--- src/rtl/serial_port_regs.sv ---
module serial_port_regs #(
  parameter logic [31:0] BASE = 32'hFFFF_0000,
  parameter int          BW   = 8
) (
  input  logic        clk,
  input  logic        rst_n,
  input  logic [31:0] bus_addr,
  input  logic        bus_wr,
  input  logic [31:0] bus_wdata,
  input  logic        bus_rd,
  output logic [31:0] bus_rdata,
  input  logic        rx_valid,
  input  logic [7:0]  rx_data,
  output logic        tx_valid,
  input  logic        tx_ready,
  output logic [7:0]  tx_data
);
  localparam logic [31:0] RXC = BASE;
  localparam logic [31:0] RXD = BASE + 32'd4;
  localparam logic [31:0] TXC = BASE + 32'd8;
  localparam logic [31:0] TXD = BASE + 32'd12;
  localparam int          PAD = 32 - BW;

  logic [BW-1:0] rx_byte, tx_byte;
  logic          rx_full, rx_ovr, tx_empty;

  wire rd_rxc = bus_rd && bus_addr == RXC;
  wire rd_rxd = bus_rd && bus_addr == RXD;
  wire wr_txd = bus_wr && bus_addr == TXD;
  wire tx_done = tx_valid && tx_ready;

  assign tx_valid = !tx_empty;
  assign tx_data  = tx_byte;

  always_ff @(posedge clk) begin
    if (!rst_n) begin
      rx_byte <= '0;
      rx_full <= 1'b0;
      rx_ovr  <= 1'b0;
    end else begin
      if (rx_valid) rx_byte <= rx_data;
      if (rx_valid)    rx_full <= 1'b1;
      else if (rd_rxd) rx_full <= 1'b0;
      if (rx_valid && rx_full && !rd_rxd) rx_ovr <= 1'b1;
      else if (rd_rxc)                    rx_ovr <= 1'b0;
    end
  end

  always_ff @(posedge clk) begin
    if (!rst_n) begin
      tx_byte  <= '0;
      tx_empty <= 1'b1;
    end else if (tx_done) begin
      tx_empty <= 1'b1;
    end else if (wr_txd && tx_empty) begin
      tx_empty <= 1'b0;
      tx_byte  <= bus_wdata[BW-1:0];
    end
  end

  always_comb begin
    unique case (bus_addr)
      RXC:     bus_rdata = {30'd0, rx_ovr, rx_full};
      RXD:     bus_rdata = {{PAD{1'b0}}, rx_byte};
      TXC:     bus_rdata = {31'd0, tx_empty};
      TXD:     bus_rdata = {{PAD{1'b0}}, tx_byte};
      default: bus_rdata = 32'd0;
    endcase
  end

  a_r3_rx_capture: assert property (@(posedge clk) disable iff (!rst_n)
    rx_valid |=> rx_full && rx_byte == $past(rx_data));
  a_r4_read_clears: assert property (@(posedge clk) disable iff (!rst_n)
    (rd_rxd && !rx_valid) |=> !rx_full);
  a_r5_overrun_set: assert property (@(posedge clk) disable iff (!rst_n)
    (rx_valid && rx_full && !rd_rxd) |=> rx_ovr);
  a_r7_no_false_overrun: assert property (@(posedge clk) disable iff (!rst_n)
    (rd_rxd && !rd_rxc && !rx_ovr) |=> !rx_ovr);
  a_r9_tx_hold: assert property (@(posedge clk) disable iff (!rst_n)
    (tx_valid && !tx_ready) |=> tx_valid && $stable(tx_data));
  a_r9_tx_release: assert property (@(posedge clk) disable iff (!rst_n)
    tx_done |=> !tx_valid);
  a_r8_tx_load: assert property (@(posedge clk) disable iff (!rst_n)
    (wr_txd && !tx_valid) |=> tx_valid && tx_data == $past(bus_wdata[7:0]));
endmodule

--- config.mk ---
export PLATFORM = sky130hd
export DESIGN_NAME = serial_port_regs
export DESIGN_NICKNAME = d
export VERILOG_FILES = /design/src/rtl/serial_port_regs.sv
export SDC_FILE = /design/constraint.sdc
export NUM_CORES = 1
export LEC_CHECK = 0
export BUFFER_PORTS_ARGS = -buffer_cell sky130_fd_sc_hd__buf_2
export CAP_MARGIN = 10
export CORE_AREA = 2 2 68 70
export DETAILED_ROUTE_END_ITERATION = 7
export DIE_AREA = 0 0 70 72
export GPL_TIMING_DRIVEN = 1
export PLACE_DENSITY = 0.76
export SLEW_MARGIN = 20
export SYNTH_ARGS = -nofsm -noshare
export SYNTH_HDL_FRONTEND = slang
export SYNTH_SLANG_ARGS = --single-unit
--- constraint.sdc ---
create_clock -name clk -period 2.1 [get_ports clk]
set_input_delay 0.42 -clock clk [delete_from_list [all_inputs] [get_ports clk]]
set_output_delay 0.42 -clock clk [all_outputs]
set_load 0.05 [all_outputs]
==> flow_summary_export.csv, run 1 <==
group,metric,value,unit
synthesis,synthArstFlopShare,0,%
detailed_routing,post_drt_wl_per_cell,12.6,um
global_routing,grt_pass1_vias,1147,
min_path,hp-class,"input port to flip-flop",
synthesis,ys_types,32,
setup_path,cp-startpoint,"bus_addr[5]",
synthesis,synth_area,1260,sq um
setup_path,cp_data_required_time,1680,ps
clocking,clock_path_buffers,2,
sta,fmax,496,MHz
setup_path,timing.rr.start,"tx_empty",
synthesis,yosysTopAreaCell,"dfxtp_1",
clocking,path_clk_slew,70,ps
synthesis,ys.flop_type,"dfxtp_1",
run,max-cap-violations,0,
synthesis,ys_ff_latch,19,
sta,fin_crit,2010,ps
synthesis,synthCells,140,
global_routing,antenna_found_initial,0,
clocking,clock-sinks,19,
setup_path,r2r_end,"tx_data[3]",
setup_path,cp.buffers_inverters,3,
place,gp_congestion,0.776,
sta,final.setup_skew,4.29,ps
clocking,cts-root-buf,"clkbuf_8",
setup_path,path_delay_family,"simple AND/OR/NAND/NOR gates",
run_status,status,"completed",
floorplan,die_h,72,um
detailed_routing,drt_first_pass_iters,4,
setup_path,reg2regPathDepth,3,
place,place.port_buffers,70,
sta,fin_hold_ws,402,ps
detailed_routing,drt_wl_total,3.41,mm
setup_path,worstSetupPathType,"input port to output port",
setup_path,regToRegSetupSlack,860,ps
detailed_routing,ant_nets,0,
synthesis,yosysSeqAreaShare,30.1,%
sta,final-hold-violation-count,0,
clocking,postCtsSetupBuffers,0,
setup_path,cpMostUsedCell,"buf_4",
sta,fin_crit_sh,95.9,%
synthesis,synth_edf_count,0,
setup_path,path_cells,"buf_2 -> nor4_4 -> and4_1 -> nand2_2 -> buf_4 -> nor2_2 -> buf_4",
layout,final_area,1780,sq um
setup_path,cp_slowest_stage_delay,280,ps
floorplan,io_pins,119,
layout,fill_cells,432,
floorplan,initial_core_util,29.6,%
detailed_routing,num_vias,1252,
place,post_dp_cell_area,1650,sq um
global_routing,grt_overflow,0,
detailed_routing,viasPerCell,4.62,
layout,drive_above_1_share,47.0,%
floorplan,core,4260,sq um
clocking,numCtsBuffers,3,
layout,area_delta_synth_final,40.9,%
setup_path,cp_num_cells,7,
global_routing,grt_max_degree,20,
global_routing,track_usage,13.4,%
synthesis,yosys.area.top_type_share,30.1,%
synthesis,yosys-top-cells-area,"dfxtp_1 (30%), buf_4 (14%), mux2i_1 (12%), nand4_1 (5.5%), a21boi_1 (5.4%)",
place,hpwl,2.68,mm
floorplan,design.die.area,5040,sq um
synthesis,ys_warn_count,0,
setup_path,endpoint,"bus_rdata[7]",
sta,drv_slew,0,
synthesis,avgSynthCellArea,9.02,sq um
layout,antenna-diode-count,0,
setup_path,end_kind,"output port",
global_routing,grt_first_pass_wirelength,5.33,mm
power_and_ir_drop,p_leak,0.000853,uW
floorplan,die-width,70,um
detailed_routing,route.detailed.drc,0,
power_and_ir_drop,cellPowerDensity,487,nW/um^2
sta,setup_tns,0,ps
detailed_routing,drtIter0Drc,58,
setup_path,crit_fanout,4,
clocking,htreeDepth,1,
sta,setup_viol,0,
layout,finalNetCount,298,
setup_path,cp_slowest_cell,"nor4_4",
clocking,clock_latency,270,ps
clocking,cts_tree,"yes",
setup_path,startpoint_type,"input port",
power_and_ir_drop,peakVddDrop,265,uV
floorplan,num_rows,24,
setup_path,arrival,1590,ps
==> per-stage QoR <==
stage | setup WS [ps] | util (%) | power, uW | cells
5_1_grt | -3.26 | 41.7 | 907 | 271
4_1_cts | 7.43 | 40.3 | 863 | 271
3_3_place_gp | -116 | 38.8 | 597 | 267
3_5_place_dp | -83.0 | 38.8 | 600 | 267
2_1_floorplan | -114 | - | 567 | 163
6_report | 85.7 | 41.7 | 867 | 271
==> report_power, final <==
group	total [uW]	internal [uW]	switching [uW]
clock network	267	132	134
registers	378	372	6.27
logic	222	72.2	150
total	867	576	290
==> tightest hold or removal path: cells and delay by family <==
family	cells	cell delay (ps)
AOI/OAI and AO/OA	1	100
buffers and inverters	1	80
and+or+nand+nor	1	30
==> synth_stat cells (all sizes together) (2+ instances only) <==
library cell / instances
o31ai: 9
nor4: 3
a21boi: 9
nand2: 4
o21ai: 2
mux2i: 15
nand4: 12
nor2b: 8
nor2: 10
inv: 2
clkbuf: 2
and4: 2
and3: 2
buf: 29
dfxtp: 19
==> cell families after synthesis <==
kind of cell | Yosys count | synth area share [%]
flip-flops | 19 | 30.1
AND/OR/NAND/NOR | 49 | 24.7
AO/OA/AOI/OAI | 22 | 12.8
other | 1 | 0.297
buffers and inverters | 33 | 18.4
multiplexers | 16 | 13.7
==> layer usage <==
| metal | track usage (%) | vias to the layer above | part of all wire, % |
|---|---|---|---|
| li1 | - | 621 | - |
| met2 | 23.3 | 68 | 50 |
| met3 | 3.89 | 4 | 8.5 |
| met5 | 0 | - | 0 |
| met4 | 2.56 | 0 | 0.62 |
| met1 | 16.8 | 559 | 41 |
==> layout make-up <==
cell class	count	area, sq um	area share (%)
inverters	2	7.51	0.422
flip-flops and latches	19	380	21.4
clock inverters	1	5.00	0.281
repair buffers	83	487	27.4
multi-input cells	111	793	44.6
clock buffers	3	41.3	2.32
well taps	52	65.1	3.66
==> sequential cells by signal, indices dropped and copies added (netlist names) <==
register / flops
rx_ovr: 1
tx_empty: 1
rx_full: 1
tx_data: 8
rx_byte: 8
==> placed cells by master (no fill, tap or decap), types with 2 or more instances in the layout <==
cell type  synthesis  routed
a21boi_1           9       9
nand4_1           11      11
nand2_1            4       3
and3_1             2       2
mux2i_1           15      15
and4_1             2       2
buf_4             24      16
o31ai_1            9       9
nor2b_1            8       8
nor2_2             0       7
buf_2              3      62
inv_1              2       2
dfxtp_1           19      19
buf_6              2       5
clkbuf_8           0       3
nor4_4             0       2
nor2_1            10       3
conb_1             1      24
==> repair_timing <==
item,CTS,global route
gates resized for setup,8,11
hold buffers,0,0
pin swaps,1,1
setup endpoints to repair,8,7
==> worst min-delay path by stage <==
stage,startpoint,end,slack [ps],cells after the start
floorplan,rx_full,rx_full,460,2
global placement,rx_full,rx_full,470,2
detailed placement,tx_data[5],tx_data[5],480,2
CTS,bus_wdata[6],tx_data[6],410,3
global route,tx_ready,tx_empty,420,3
finish,tx_ready,tx_empty,400,3
Note: power is estimated with default switching activity, not from simulation.
==> run 2: changes to the inputs <==
- CTS_BUF_LIST: unset -> sky130_fd_sc_hd__clkbuf_16
==> run 2 against run 1 <==
Effect of this change:
- first-iteration DRC count shrank 16%
- total power rose by 15%
- largest cell class unchanged
- clock power up 48%
- critical path depth stayed put
- flip-flop and latch count is the same
- global-route usage barely moved
- non-clock buffer count unchanged
- via count up 1.1%
- count of clock-buffer cells in the layout did not move
- sequential share of layout area shrank 0.40 points
- routed wire length increased by 0.23%
- final area rose by 1.9%
- critical path type unchanged
==> flow_summary_export.csv, run 2 (synthesized netlist as in run 1, its figures left out) <==
group,metric,value,unit
setup_path,end_kind,"output port",
clocking,clock-sinks,19,
global_routing,antenna_found_initial,0,
setup_path,regToRegSetupSlack,850,ps
sta,fin_crit,2010,ps
detailed_routing,num_vias,1266,
sta,fmax,498,MHz
floorplan,die_h,72,um
detailed_routing,post_drt_wl_per_cell,12.6,um
place,post_dp_cell_area,1650,sq um
layout,layout_common_cells,"buf_2 (62), conb_1 (24), dfxtp_1 (19)",
place,hpwl,2.68,mm
clocking,clock_latency,250,ps
setup_path,path_cells,"buf_2 -> nor4_4 -> and4_1 -> nand2_2 -> buf_4 -> nor2_2 -> buf_6",
setup_path,arrival,1590,ps
global_routing,grt_max_degree,20,
layout,finalNetCount,298,
setup_path,endpoint,"bus_rdata[3]",
power_and_ir_drop,cellPowerDensity,549,nW/um^2
sta,drv_slew,0,
clocking,ctsHoldBuffers,0,
clocking,cts-root-buf,"clkbuf_16",
detailed_routing,viasPerCell,4.67,
sta,fin_crit_sh,95.6,%
layout,antenna-diode-count,0,
floorplan,core,4260,sq um
run,max-cap-violations,0,
floorplan,design.die.area,5040,sq um
clocking,cts_tree,"yes",
power_and_ir_drop,peakVddDrop,304,uV
layout,area_delta_synth_final,43.6,%
sta,final.setup_skew,0.922,ps
floorplan,initial_core_util,29.6,%
run_status,status,"completed",
setup_path,timing.rr.start,"tx_empty",
clocking,path_clk_slew,50,ps
detailed_routing,route.detailed.drc,0,
global_routing,grt_first_pass_wirelength,5.33,mm
setup_path,worstSetupPathType,"input port to output port",
layout,fill_cells,424,
power_and_ir_drop,p_leak,0.000869,uW
layout,layout_commonest_cell,"buf_2",
setup_path,cp-startpoint,"bus_addr[5]",
place,place.port_buffers,70,
floorplan,die-width,70,um
sta,fin_hold_ws,413,ps
setup_path,cp_slowest_cell,"nor4_4",
sta,setup_viol,0,
setup_path,r2r_end,"tx_data[3]",
sta,final-hold-violation-count,0,
detailed_routing,ant_nets,0,
setup_path,startpoint_type,"input port",
setup_path,reg2regPathDepth,3,
setup_path,cp_data_required_time,1680,ps
clocking,numCtsBuffers,3,
place,gp_congestion,0.776,
detailed_routing,drtIter0Drc,49,
clocking,clock_path_buffers,2,
layout,drive_above_1_share,47.0,%
sta,setup_tns,0,ps
setup_path,cp_slowest_stage_delay,270,ps
global_routing,track_usage,13.4,%
floorplan,io_pins,119,
global_routing,grt_pass1_vias,1163,
floorplan,num_rows,24,
layout,final_area,1810,sq um
global_routing,grt_overflow,0,
detailed_routing,drt_wl_total,3.41,mm
min_path,hp-class,"input port to flip-flop",
clocking,htreeDepth,1,
setup_path,crit_fanout,4,
detailed_routing,drt_first_pass_iters,4,
[run 2: cell counts in the layout (fill, tap and decap cells not counted)]
No cell type changed its count.
[run 2: cell type report]
class	count	area [sq um]	share of cell area (%)
Multi-Input combinational cell	111	793	43.8
Timing Repair Buffer	83	487	26.8
Sequential cell	19	380	21.0
Clock buffer	3	75.1	4.14
Tap cell	52	65.1	3.59
Inverter	2	7.51	0.414
Clock inverter	1	5.00	0.276
[run 2: routing by layer]
layer	vias up	global-route usage, %	part of all wire (%)
met1	566	16.3	39
li1	623	-	-
met3	3	3.89	9.1
met2	74	23.7	51
met4	0	2.56	0.56
met5	-	0	0
[run 2: stage by stage]
step	total power [uW]	worst slack [ps]	util, %	instances
after floorplan	567	-114	-	163
after global placement	597	-116	38.8	267
after detailed placement	600	-83.0	38.8	267
after CTS	994	7.43	41.1	271
after global routing	1040	-3.26	42.5	271
final	995	92.5	42.5	271
[run 2: what timing repair did]
action	4_1_cts	5_1_grt
hold endpoints to repair	0	0
pin swaps	1	1
gates resized for setup	8	11
endpoints found under the setup margin	8	7
setup buffers	0	0
[run 2: worst min-delay path by stage]
stage               start          to  slack, ps  depth (start not counted)
6_report         tx_ready    tx_empty        410                          3
4_1_cts          tx_ready    tx_empty        420                          3
3_5_place_dp   tx_data[5]  tx_data[5]        480                          2
2_1_floorplan     rx_full     rx_full        460                          2
5_1_grt          tx_ready    tx_empty        430                          3
3_3_place_gp      rx_full     rx_full        470                          2
[run 2: report_power, final]
part	internal [uW]	switching (uW)
clock network	255	139
registers	372	6.28
logic	72.2	150
[run 2: critical path, delay by kind of cell]
family	cells	cell delay, ps
and+or+nand+nor	4	730
buffers and inverters	3	430
